[src/rtl/boot_ctl_pkg.sv]
package boot_ctl_pkg;
  localparam int unsigned REG_W   = 8;
  localparam int unsigned PSS_LSB = 2;
  localparam int unsigned PSS_W   = 2;
  localparam int unsigned SPE_BIT = 1;
  localparam int unsigned TXC_BIT = 0;

  typedef struct packed {
    logic [PSS_W-1:0] pss;
    logic             spe;
  } ctl_t;
endpackage

[src/rtl/boot_ctl_cpu_reg.sv]
module boot_ctl_cpu_reg
  import boot_ctl_pkg::*;
#(
  parameter int unsigned MOD_W = 4,
  parameter int unsigned IDX_W = 5,
  parameter logic [MOD_W-1:0] MOD_ADDR = 4'h2,
  parameter logic [IDX_W-1:0] IDX_ADDR = 5'h1B
) (
  input  logic             clk_i,
  input  logic             rst_ni,
  input  logic             tlr_i,
  input  logic [MOD_W-1:0] mod_i,
  input  logic [IDX_W-1:0] idx_i,
  input  logic             we_i,
  input  logic [REG_W-1:0] wdata_i,
  output logic             hit_o,
  output logic             wr_o,
  output ctl_t             cpu_q_o
);
  ctl_t cpu_q;

  assign hit_o = (mod_i == MOD_ADDR) && (idx_i == IDX_ADDR);
  assign wr_o  = hit_o && we_i;

  always_ff @(posedge clk_i or negedge rst_ni) begin
    if (!rst_ni) begin
      cpu_q <= '0;
    end else if (tlr_i) begin
      cpu_q <= '0;
    end else if (wr_o) begin
      cpu_q.pss <= wdata_i[PSS_LSB +: PSS_W];
      cpu_q.spe <= wdata_i[SPE_BIT];
    end
  end

  assign cpu_q_o = cpu_q;
endmodule

[src/rtl/boot_ctl_jtag_buf.sv]
module boot_ctl_jtag_buf
  import boot_ctl_pkg::*;
(
  input  logic             clk_i,
  input  logic             rst_ni,
  input  logic             tlr_i,
  input  logic             jtag_we_i,
  input  logic [PSS_W-1:0] jtag_pss_i,
  input  logic             jtag_spe_i,
  input  logic             rod_i,
  input  logic             cpu_wr_i,
  output ctl_t             jtag_q_o
);
  ctl_t jtag_q, jtag_d;

  // cpu clear applied after jtag load; rod wins over jtag spe load
  always_comb begin
    jtag_d = jtag_q;
    if (jtag_we_i) begin
      jtag_d.pss = jtag_pss_i;
      jtag_d.spe = jtag_spe_i;
    end
    if (cpu_wr_i) jtag_d.pss = '0;
    if (rod_i)    jtag_d.spe = 1'b0;
    if (tlr_i)    jtag_d     = '0;
  end

  always_ff @(posedge clk_i or negedge rst_ni) begin
    if (!rst_ni) jtag_q <= '0;
    else         jtag_q <= jtag_d;
  end

  assign jtag_q_o = jtag_q;
endmodule

[src/rtl/boot_ctl_vec.sv]
module boot_ctl_vec
  import boot_ctl_pkg::*;
#(
  parameter int unsigned ADDR_W = 16,
  parameter logic [ADDR_W-1:0] LOADER_ADDR = 16'h8000
) (
  input  ctl_t              ctl_i,
  output logic              boot_ldr_o,
  output logic [ADDR_W-1:0] boot_addr_o,
  output logic [PSS_W-1:0]  prog_if_o
);
  assign boot_ldr_o  = ctl_i.spe;
  assign boot_addr_o = ctl_i.spe ? LOADER_ADDR : '0;
  assign prog_if_o   = ctl_i.spe ? ctl_i.pss : '0;
endmodule

[src/rtl/boot_ctl_reg.sv]
module boot_ctl_reg
  import boot_ctl_pkg::*;
#(
  parameter int unsigned MOD_W  = 4,
  parameter int unsigned IDX_W  = 5,
  parameter int unsigned ADDR_W = 16,
  parameter logic [MOD_W-1:0]  MOD_ADDR    = 4'h2,
  parameter logic [IDX_W-1:0]  IDX_ADDR    = 5'h1B,
  parameter logic [ADDR_W-1:0] LOADER_ADDR = 16'h8000
) (
  input  logic              clk_i,
  input  logic              rst_ni,
  input  logic              tlr_i,
  input  logic [MOD_W-1:0]  cpu_mod_i,
  input  logic [IDX_W-1:0]  cpu_idx_i,
  input  logic              cpu_we_i,
  input  logic [7:0]        cpu_wdata_i,
  output logic [7:0]        cpu_rdata_o,
  input  logic              txc_i,
  input  logic              jtag_we_i,
  input  logic [1:0]        jtag_pss_i,
  input  logic              jtag_spe_i,
  input  logic              rod_i,
  output logic              boot_ldr_o,
  output logic [ADDR_W-1:0] boot_addr_o,
  output logic [1:0]        prog_if_o
);
  logic hit, cpu_wr;
  ctl_t cpu_q, jtag_q, ctl;

  boot_ctl_cpu_reg #(
    .MOD_W(MOD_W), .IDX_W(IDX_W), .MOD_ADDR(MOD_ADDR), .IDX_ADDR(IDX_ADDR)
  ) u_cpu (
    .clk_i(clk_i), .rst_ni(rst_ni), .tlr_i(tlr_i),
    .mod_i(cpu_mod_i), .idx_i(cpu_idx_i), .we_i(cpu_we_i),
    .wdata_i(cpu_wdata_i), .hit_o(hit), .wr_o(cpu_wr), .cpu_q_o(cpu_q)
  );

  boot_ctl_jtag_buf u_jtag (
    .clk_i(clk_i), .rst_ni(rst_ni), .tlr_i(tlr_i),
    .jtag_we_i(jtag_we_i), .jtag_pss_i(jtag_pss_i), .jtag_spe_i(jtag_spe_i),
    .rod_i(rod_i), .cpu_wr_i(cpu_wr), .jtag_q_o(jtag_q)
  );

  assign ctl.pss = cpu_q.pss | jtag_q.pss;
  assign ctl.spe = cpu_q.spe | jtag_q.spe;

  always_comb begin
    cpu_rdata_o = '0;
    if (hit) begin
      cpu_rdata_o[PSS_LSB +: PSS_W] = ctl.pss;
      cpu_rdata_o[SPE_BIT]          = ctl.spe;
      cpu_rdata_o[TXC_BIT]          = txc_i;
    end
  end

  boot_ctl_vec #(.ADDR_W(ADDR_W), .LOADER_ADDR(LOADER_ADDR)) u_vec (
    .ctl_i(ctl), .boot_ldr_o(boot_ldr_o), .boot_addr_o(boot_addr_o),
    .prog_if_o(prog_if_o)
  );
endmodule

[config.mk]
export PLATFORM = sky130hd
export DESIGN_NAME = boot_ctl_reg
export DESIGN_NICKNAME = d
export VERILOG_FILES = /design/src/rtl/boot_ctl_pkg.sv /design/src/rtl/boot_ctl_cpu_reg.sv /design/src/rtl/boot_ctl_jtag_buf.sv /design/src/rtl/boot_ctl_vec.sv /design/src/rtl/boot_ctl_reg.sv
export SDC_FILE = /design/constraint.sdc
export NUM_CORES = 1
export LEC_CHECK = 0
export CAP_MARGIN = 15
export CORE_MARGIN = 2
export CORE_UTILIZATION = 40
export DETAILED_ROUTE_END_ITERATION = 7
export DONT_BUFFER_PORTS = 1
export HOLD_SLACK_MARGIN = 0.03
export PLACE_DENSITY = 0.53
export RECOVER_POWER = 50
export SYNTH_ARGS = -nofsm -noshare
export SYNTH_HDL_FRONTEND = slang
export SYNTH_SLANG_ARGS = --single-unit
[constraint.sdc]
create_clock -name clk_i -period 6.5 [get_ports clk_i]
set_clock_uncertainty 0.15 [all_clocks]
set_input_delay 1.3 -clock clk_i [delete_from_list [all_inputs] [get_ports clk_i]]
set_output_delay 1.3 -clock clk_i [all_outputs]
set_load 0.005 [all_outputs]
==> results of run 1 <==
==> final cells by class <==
cell class                      instances  area [um^2]
Fill cell                             135          697
Inverter                                2         7.51
Clock buffer                            3         22.5
Sequential cell                         6          150
Multi-Input combinational cell         49          262
Tap cell                               14         17.5
==> logic make-up (layout without fill, tap and decap cells) <==
logic type,Yosys count,after routing
buf+inv,22,5
flops,6,6
mux,6,6
other cells,1,19
simple gates,24,24
==> metal layers <==
layer | global-route usage | part of all wire | up-vias
met5 | 0 | 0 | -
met1 | 0.129 | 0.41 | 128
met2 | 0.117 | 0.42 | 29
li1 | - | - | 155
met4 | 0.103 | 0 | 0
met3 | 0.0389 | 0.16 | 0
==> placed cells by master, fill, tap and decap left out <==
cell type and count:
clkbuf_4 3, conb_1 19, dfrtp_1 6, inv_1 2
mux2i_1 6, nand2_1 2, nand2b_1 7, nor2_1 8
nor2_2 1, nor3_1 3, nor4_1 1, or4_4 1
or4b_1 1
==> worst max path at each step <==
stage | endpoint | start | depth (start not counted)
after floorplan | cpu_rdata_o[3] | cpu_mod_i[0] | 3
after global placement | cpu_rdata_o[0] | cpu_mod_i[0] | 3
after detailed placement | cpu_rdata_o[2] | cpu_mod_i[0] | 3
after CTS | cpu_rdata_o[2] | cpu_mod_i[0] | 3
after global routing | cpu_rdata_o[1] | cpu_mod_i[0] | 3
final | cpu_rdata_o[2] | cpu_mod_i[0] | 3
==> flip-flops by register name, indices dropped and copies added, names as in the netlist <==
signal and cells:
u_jtag.jtag_q_o 3, u_cpu.cpu_q_o 3
==> report_power, final <==
part	internal, mW	switching, mW
registers	0.0384	0.000390
clock network	0.0208	0.0125
logic	0.00284	0.00475
total	0.0621	0.0177
==> metrics by stage <==
step	cell area, um^2	power [mW]	utilization	hold WS, ns	cells
detailed placement	455	0.0476	0.394	0.394	71
floorplan	588	0.0556	-	0.363	77
global route	459	0.0866	0.397	0.420	74
global placement	455	0.0476	0.394	0.385	71
finish	459	0.0797	0.397	0.404	74
CTS	478	0.0825	0.413	0.403	74
==> worst max-delay path, cell delays in order <==
cell    delay (ns)
or4b_1        0.54
or4_4         0.53
nor2_1        0.14
==> impl_results.md, run 1 <==
- Mapped Area: 520 um^2
- Share of cells above drive strength 1: 0.0833
- CTS tree: yes
- Worst reg2reg path depth: 2
- Run status: finished clean
- Initial antenna violation count: 0
- Register area share after synthesis: 0.288
- # IOs: 54
- Setup CP Type: in -> out
- # diodes: 0
- Worst slew pin tran: 1.01 ns
- Worst vdd rail ir drop: 71.1 uV
- Final Hold Viols: 0
- Worst hold path startpoint: u_cpu.cpu_q_o[0]
- Max-cap violations: 0
- Synth Flop Type: dfrtp_1
- R2R Path Start: u_jtag.jtag_q_o[2]
- H-Tree Depth: 1
- RR Endpoint: u_jtag.jtag_q_o[2]
- Die area: 1610 um^2
- Total negative setup slack: 0 ns
- Mapped Cells: 59
- Most frequent cells after synthesis: buf_4 (20), nor2_1 (8), nand2b_1 (7), dfrtp_1 (6), mux2i_1 (6)
- DR WL/cell: 10.7 um
- Routed Antenna Nets: 0
- Final Critical Period: 3.96 ns
- Largest family of logic cells by synthesized area: buffers and inverters
- CP required: 5.05 ns
- Iter 0 DRT Violations: 4
- First-pass GRT wire length: 1000 um
- Vias post-DR: 312
- Final net count: 89
- Post-Synth Simple-Gate Area: 0.286
- Pre-antenna DRT Iters: 2
- Share of the synthesized area in the top cell type: 0.288
- Post-cts sizing count: 0
- Multiplexer share of the synthesized area: 0.115
- Initial Utilization: 0.450
- Core area: 1160 um^2
- Post-Route WL: 793 um
- Worst-path clk slew: 0.04 ns
- Sink Count: 6
- Clk buf depth: 2
- R2R setup slack: 5.64 ns
- Pwr dens: 174 nW/um^2
- Grt total ovfl: 0
- Hold Crit Endpoint: u_cpu.cpu_q_o[0]
- Die Span Y: 40.1 um
- Total track usage: 0.0998
- Area leader, netlist: buf_4
- TritonCTS Buffers: 3
- Crit path capture type: output port
- FFs w/ async S/R, synth: 1.00
- CP max FO: 4
- FF+latch count, synth: 6
- Pin count of the biggest net entering global routing: 10
- Final setup violation count: 0
- Vias/cell: 4.22
- Synth Area in Compound Gates: 0
- RSZ-0062 raised after global routing: no
- Period utilization: 0.610
- Root Driver: clkbuf_4
- Leak: 0.230 nW
- Syn avg cell area: 8.82 um^2
- Clock Latency Late Sink: 0.24 ns
- Layout Area Growth over Synthesis: -11.8%
- Adder-cell share of the synthesized area: 0
- EDFF count, synth: 0
- Most frequent cell after synthesis: buf_4
- Final WS setup: 2.54 ns
- Main area contributors after synthesis: buf_4 (29%), dfrtp_1 (29%), mux2i_1 (12%)
- Post-DP HPWL: 667 um
- GP Congestion: 0.704
- XOR/XNOR Fraction of Synth Area: 0
- Number of buffers added on ports: 0
- Critical Path Start Type: input pin
- Arrival time worst endpoint: 2.51 ns
- Pre-CTS WS: 2.53 ns
- Post-synthesis cell type count: 13
- Depth of the worst hold-timing path: 2
- Setup Fix Bufs, Post-CTS: 0
- Row count: 12
- Max-slew violations: 0
- F_max: 252 MHz
- Slew margin rel.: 0.319
- DRC: 0
- Vias in the first global route: 221
- Die extent in x: 40.1 um
- HP Class: reg -> reg
- Post-CTS Hold Buffers: 0
- Synth warn: 0
Power figures use the tool's default switching activity.
==> run 2, diff against run 1 <==
--- a/config.mk
+++ b/config.mk
@@ -5,13 +5,14 @@
 export SDC_FILE = /design/constraint.sdc
 export NUM_CORES = 1
 export LEC_CHECK = 0
+export ABC_AREA = 1
 export CAP_MARGIN = 15
 export CORE_MARGIN = 2
 export CORE_UTILIZATION = 40
 export DETAILED_ROUTE_END_ITERATION = 7
 export DONT_BUFFER_PORTS = 1
 export HOLD_SLACK_MARGIN = 0.03
-export PLACE_DENSITY = 0.53
+export PLACE_DENSITY = 0.55
 export RECOVER_POWER = 50
 export SYNTH_ARGS = -nofsm -noshare
 export SYNTH_HDL_FRONTEND = slang
==> constraint.sdc (replaced) <==
create_clock -name clk_i -period 3.4 [get_ports clk_i]
set_clock_uncertainty 0.15 [all_clocks]
set_input_delay 0.68 -clock clk_i [delete_from_list [all_inputs] [get_ports clk_i]]
set_output_delay 0.68 -clock clk_i [all_outputs]
set_load 0.005 [all_outputs]
==> impl_results.md, run 2 <==
- Initial antenna violation count: 0
- DRC: 0
- Setup Fix Bufs, Post-CTS: 0
- Layout Area Growth over Synthesis: -8.55%
- Pwr dens: 301 nW/um^2
- Mapped Cells: 81
- Post-CTS Hold Buffers: 1
- Switching Fraction: 0.247
- Final Hold Viols: 0
- Total negative setup slack: 0 ns
- Pwr Total: 0.157 mW
- Leak: 0.292 nW
- Share of the synthesized area in the top cell type: 0.263
- Post-cts sizing count: 0
- Worst-path clk slew: 0.05 ns
- Root Driver: clkbuf_4
- Mapped Area: 571 um^2
- Run status: finished clean
- Total track usage: 0.116
- Final WS setup: 1.34 ns
- CTS tree: yes
- Crit path capture type: output port
- Iter 0 DRT Violations: 4
- # IOs: 54
- RSZ-0062 raised after global routing: no
- Synth Flop Type: dfrtp_1
- Final Critical Period: 2.06 ns
- Die area: 1740 um^2
- Commonest non-fill, non-tap cells in the layout: conb_1 (19), inv_1 (11), nand2_1 (11)
- Switching Power: 0.0388 mW
- Pre-antenna DRT Iters: 4
- Die Span Y: 41.8 um
- Flop pwr share: 0.473
- Max-slew violations: 0
- DR WL/cell: 9.51 um
- HP Class: in -> reg
- Max-cap violations: 0
- Most frequent cells after synthesis: buf_4 (20), inv_1 (11), nand2_1 (11), nand3_1 (10), nor2_1 (8)
- Share of cells above drive strength 1: 0.0964
- Clock Latency Late Sink: 0.24 ns
- EDFF count, synth: 0
- Register area share after synthesis: 0.263
- Final setup violation count: 0
- Fin area: 522 um^2
- H-Tree Depth: 1
- F_max: 484 MHz
- GP Congestion: 0.691
- Syn avg cell area: 7.04 um^2
- Final core occ: 0.396
- FF+latch count, synth: 6
- Setup CP Type: in -> out
- DP Area: 507 um^2
- Core area: 1320 um^2
- Number of buffers added on ports: 0
- Vias/cell: 4.39
- Post-Route WL: 932 um
- Grt total ovfl: 0
- Routed Antenna Nets: 0
- Clk buf depth: 2
- # diodes: 0
- Final net count: 112
- Critical Path Start Type: input pin
- Post-DP HPWL: 821 um
- CP required: 2.57 ns
- Commonest non-fill, non-tap cell in the layout: conb_1
- Post-route insts no fill: 98
- Pin count of the biggest net entering global routing: 10
- Vias in the first global route: 373
- Combinational power share: 0.121
- Cells after DPL: 94
- Synth warn: 0
- Initial Utilization: 0.433
- Sink Count: 6
- Post-synthesis cell type count: 15
- Hold slack final: 0.346 ns
- Clk pwr share: 0.406
- TritonCTS Buffers: 3
- Die extent in x: 41.8 um
- First-pass GRT wire length: 1520 um
- Most frequent cell after synthesis: buf_4
- Worst vdd rail ir drop: 233 uV
- Vias post-DR: 430
- Main area contributors after synthesis: buf_4 (26%), dfrtp_1 (26%), nand3_1 (8.8%)
- FFs w/ async S/R, synth: 1.00
- Row count: 13
- Arrival time worst endpoint: 1.23 ns
- Area leader, netlist: buf_4
- CP max FO: 4
- Period utilization: 0.607
- Pre-CTS WS: 1.34 ns
- Internal power: 0.118 mW
## run 2: logic make-up after synthesis
family,after synthesis,synth area share
buffers and inverters,32,0.342
AND/OR/NAND/NOR,37,0.331
other,1,0.00657
flip-flops,6,0.263
AO/OA/AOI/OAI,5,0.0570
## run 2: final timing paths
path                                    start                 end  slack (ns)  cells after the start
setup / recovery                 cpu_idx_i[3]      cpu_rdata_o[1]        1.34                      6
hold / removal                          rod_i  u_jtag.jtag_q_o[0]        0.35                      1
setup reg to reg             u_cpu.cpu_q_o[2]    u_cpu.cpu_q_o[2]        2.62                      2
hold reg to reg            u_jtag.jtag_q_o[1]  u_jtag.jtag_q_o[1]        0.35                      2
max in group asynchronous              rst_ni    u_cpu.cpu_q_o[1]        2.29                      1
min in group asynchronous              rst_ni    u_cpu.cpu_q_o[0]        0.60                      1
## run 2: power groups by stage
stage	sequential (mW)	clock (mW)	combinational (mW)
after floorplan	0.0751	0	0.0319
after global placement	0.0754	0	0.0171
after detailed placement	0.0754	0	0.0172
after CTS	0.0743	0.0671	0.0194
after global routing	0.0745	0.0721	0.0226
final	0.0743	0.0639	0.0190
## run 2: metal layers
metal	GRT usage	wire, um	vias to the layer above	share of wire
met3	0.0565	134	0	0.14
met2	0.172	380	34	0.41
met1	0.145	417	174	0.45
met5	0	0	-	0
met4	0.0387	0	0	0
li1	-	-	222	-
## run 2: critical path: stages
cell and delay, ns:
inv_1 0.03, nor2_2 0.09, nand3_1 0.07, nor2_1 0.09
nand2_1 0.12, nor2_1 0.15
## run 2: area by class of cell
class,instances,area (um^2)
Fill cell,148,796
Timing Repair Buffer,1,10.0
Clock buffer,3,22.5
Sequential cell,6,150
Multi-Input combinational cell,61,275
Inverter,12,45.0
Tap cell,15,18.8
==> run 3, diff against run 2 <==
--- a/config.mk
+++ b/config.mk
@@ -5,14 +5,14 @@
 export SDC_FILE = /design/constraint.sdc
 export NUM_CORES = 1
 export LEC_CHECK = 0
-export ABC_AREA = 1
+export ABC_AREA = 0
 export CAP_MARGIN = 15
 export CORE_MARGIN = 2
 export CORE_UTILIZATION = 40
 export DETAILED_ROUTE_END_ITERATION = 7
 export DONT_BUFFER_PORTS = 1
 export HOLD_SLACK_MARGIN = 0.03
-export PLACE_DENSITY = 0.55
+export PLACE_DENSITY = 0.53
 export RECOVER_POWER = 50
 export SYNTH_ARGS = -nofsm -noshare
 export SYNTH_HDL_FRONTEND = slang
==> constraint.sdc (replaced) <==
create_clock -name clk_i -period 2.2 [get_ports clk_i]
set_clock_uncertainty 0.15 [all_clocks]
set_input_delay 0.44 -clock clk_i [delete_from_list [all_inputs] [get_ports clk_i]]
set_output_delay 0.44 -clock clk_i [all_outputs]
set_load 0.005 [all_outputs]
==> impl_results.md, run 3 (synthesized netlist as in run 1, its figures left out) <==
- # IOs: 54
- Flop pwr share: 0.477
- Failing checks: negative setup slack
- First-pass GRT wire length: 938 um
- Pre-antenna DRT Iters: 2
- Total track usage: 0.0915
- Post-route insts no fill: 76
- Grt total ovfl: 0
- Die Span Y: 40.1 um
- Worst-path clk slew: 0.04 ns
- Switching Fraction: 0.227
- F_max: 452 MHz
- CP max FO: 4
- Final setup violation count: 4
- Layout Area Growth over Synthesis: -3.37%
- Core area: 1160 um^2
- GP Congestion: 0.719
- Initial Utilization: 0.450
- Final WS setup: -0.0101 ns
- Die extent in x: 40.1 um
- Critical Path Start Type: input pin
- Combinational power share: 0.122
- DP Area: 463 um^2
- Root Driver: clkbuf_4
- Pre-CTS WS: -0.0241 ns
- DR WL/cell: 10.0 um
- Pwr dens: 477 nW/um^2
- Internal power: 0.186 mW
- Routed Antenna Nets: 0
- Vias post-DR: 331
- CP required: 1.61 ns
- Post-Route WL: 760 um
- Clk pwr share: 0.401
- Commonest non-fill, non-tap cells in the layout: conb_1 (19), nand2b_1 (7), mux2i_1 (6), dfrtp_1 (6), nor2_1 (5)
- Post-DP HPWL: 651 um
- Arrival time worst endpoint: 1.62 ns
- Final Hold Viols: 0
- Initial antenna violation count: 0
- Final Critical Period: 2.21 ns
- Period utilization: 1.00
- Max-slew violations: 0
- RSZ-0062 raised after global routing: yes
- Worst vdd rail ir drop: 248 uV
- Clock Latency Late Sink: 0.23 ns
- Crit path capture type: output port
- Max-cap violations: 0
- Row count: 12
- Vias/cell: 4.36
- Clk buf depth: 2
- Setup Fix Bufs, Post-CTS: 0
- Final net count: 91
- R2R Path Start: u_jtag.jtag_q_o[1]
- Sink Count: 6
- TritonCTS Buffers: 3
- Die area: 1610 um^2
- Pin count of the biggest net entering global routing: 10
- Setup CP Type: in -> out
- DRC: 0
- Run status: finished, violations left
- Vias in the first global route: 214
- Leak: 0.246 nW
- # diodes: 0
- Number of buffers added on ports: 0
- Iter 0 DRT Violations: 1
- CTS tree: yes
- Fin area: 503 um^2
- Cells after DPL: 72
- Worst Setup SP: cpu_mod_i[0]
- Worst hold path startpoint: tlr_i
- Commonest non-fill, non-tap cell in the layout: conb_1
- Share of cells above drive strength 1: 0.177
- R2R setup slack: 1.37 ns
- HP Class: in -> reg
- Switching Power: 0.0545 mW
- H-Tree Depth: 1
==> run 3: cell count changes in the layout (fill, tap and decap cells not counted), sizes merged, moves of 2 or more <==
cell / delta
inv: -10
nand3: -10
nand2: -9
nand2b: +7
mux2i: +6
a21oi: -5
nand4: -4
nor3: +2
==> run 3: cell type report <==
class,instances,area (um^2)
multi-input cells,49,288
well taps,14,17.5
inverters,2,7.51
clock buffers,3,22.5
repair buffers,2,17.5
flip-flops and latches,6,150
fillers,123,653
==> run 3: critical path, stage by stage <==
cell and delay, ns:
or4b_4 0.52, or4_4 0.54, nor2_2 0.12
==> run 3: final timing paths <==
kind / endpoint / cells after the start
worst max-delay path: cpu_rdata_o[3] / 3
worst min-delay path: u_jtag.jtag_q_o[0] / 1
worst max register to register: u_jtag.jtag_q_o[1] / 2
worst min register to register: u_cpu.cpu_q_o[2] / 2
max in group asynchronous: u_cpu.cpu_q_o[2] / 1
min in group asynchronous: u_cpu.cpu_q_o[0] / 1
==> run 3: repair_timing <==
action / 4_1_cts / 5_1_grt
setup endpoints to repair: 3 / 4
hold buffers: 1 / 0
endpoints found under the hold margin: 6 / 0
resized for setup: 3 / 0
==> run 3: power groups by stage <==
| stage | combinational (mW) | sequential, mW | clock (mW) |
|---|---|---|---|
| CTS | 0.0291 | 0.115 | 0.0978 |
| detailed placement | 0.0252 | 0.116 | 0 |
| global placement | 0.0249 | 0.116 | 0 |
| finish | 0.0292 | 0.115 | 0.0963 |
| floorplan | 0.0481 | 0.116 | 0 |
| global route | 0.0348 | 0.115 | 0.109 |
==> run 3: per-layer routing <==
layer / vias to the layer above / GRT usage / part of all wire
met5: - / 0 / 0
met4: 0 / 0.0776 / 0
met3: 0 / 0.0389 / 0.16
met2: 27 / 0.109 / 0.47
met1: 147 / 0.122 / 0.38
li1: 157 / - / -
==> run 3: through the flow <==
stage	hold WS, ns	util	power, mW	setup TNS (ns)
2_1_floorplan	-0.00559	-	0.164	-0.0184
3_3_place_gp	-0.00546	0.400	0.141	-0.0561
3_5_place_dp	-0.00546	0.400	0.141	-0.0690
4_1_cts	0.117	0.435	0.242	-0.0576
5_1_grt	0.103	0.435	0.259	-0.157
6_report	0.118	0.435	0.240	-0.0369
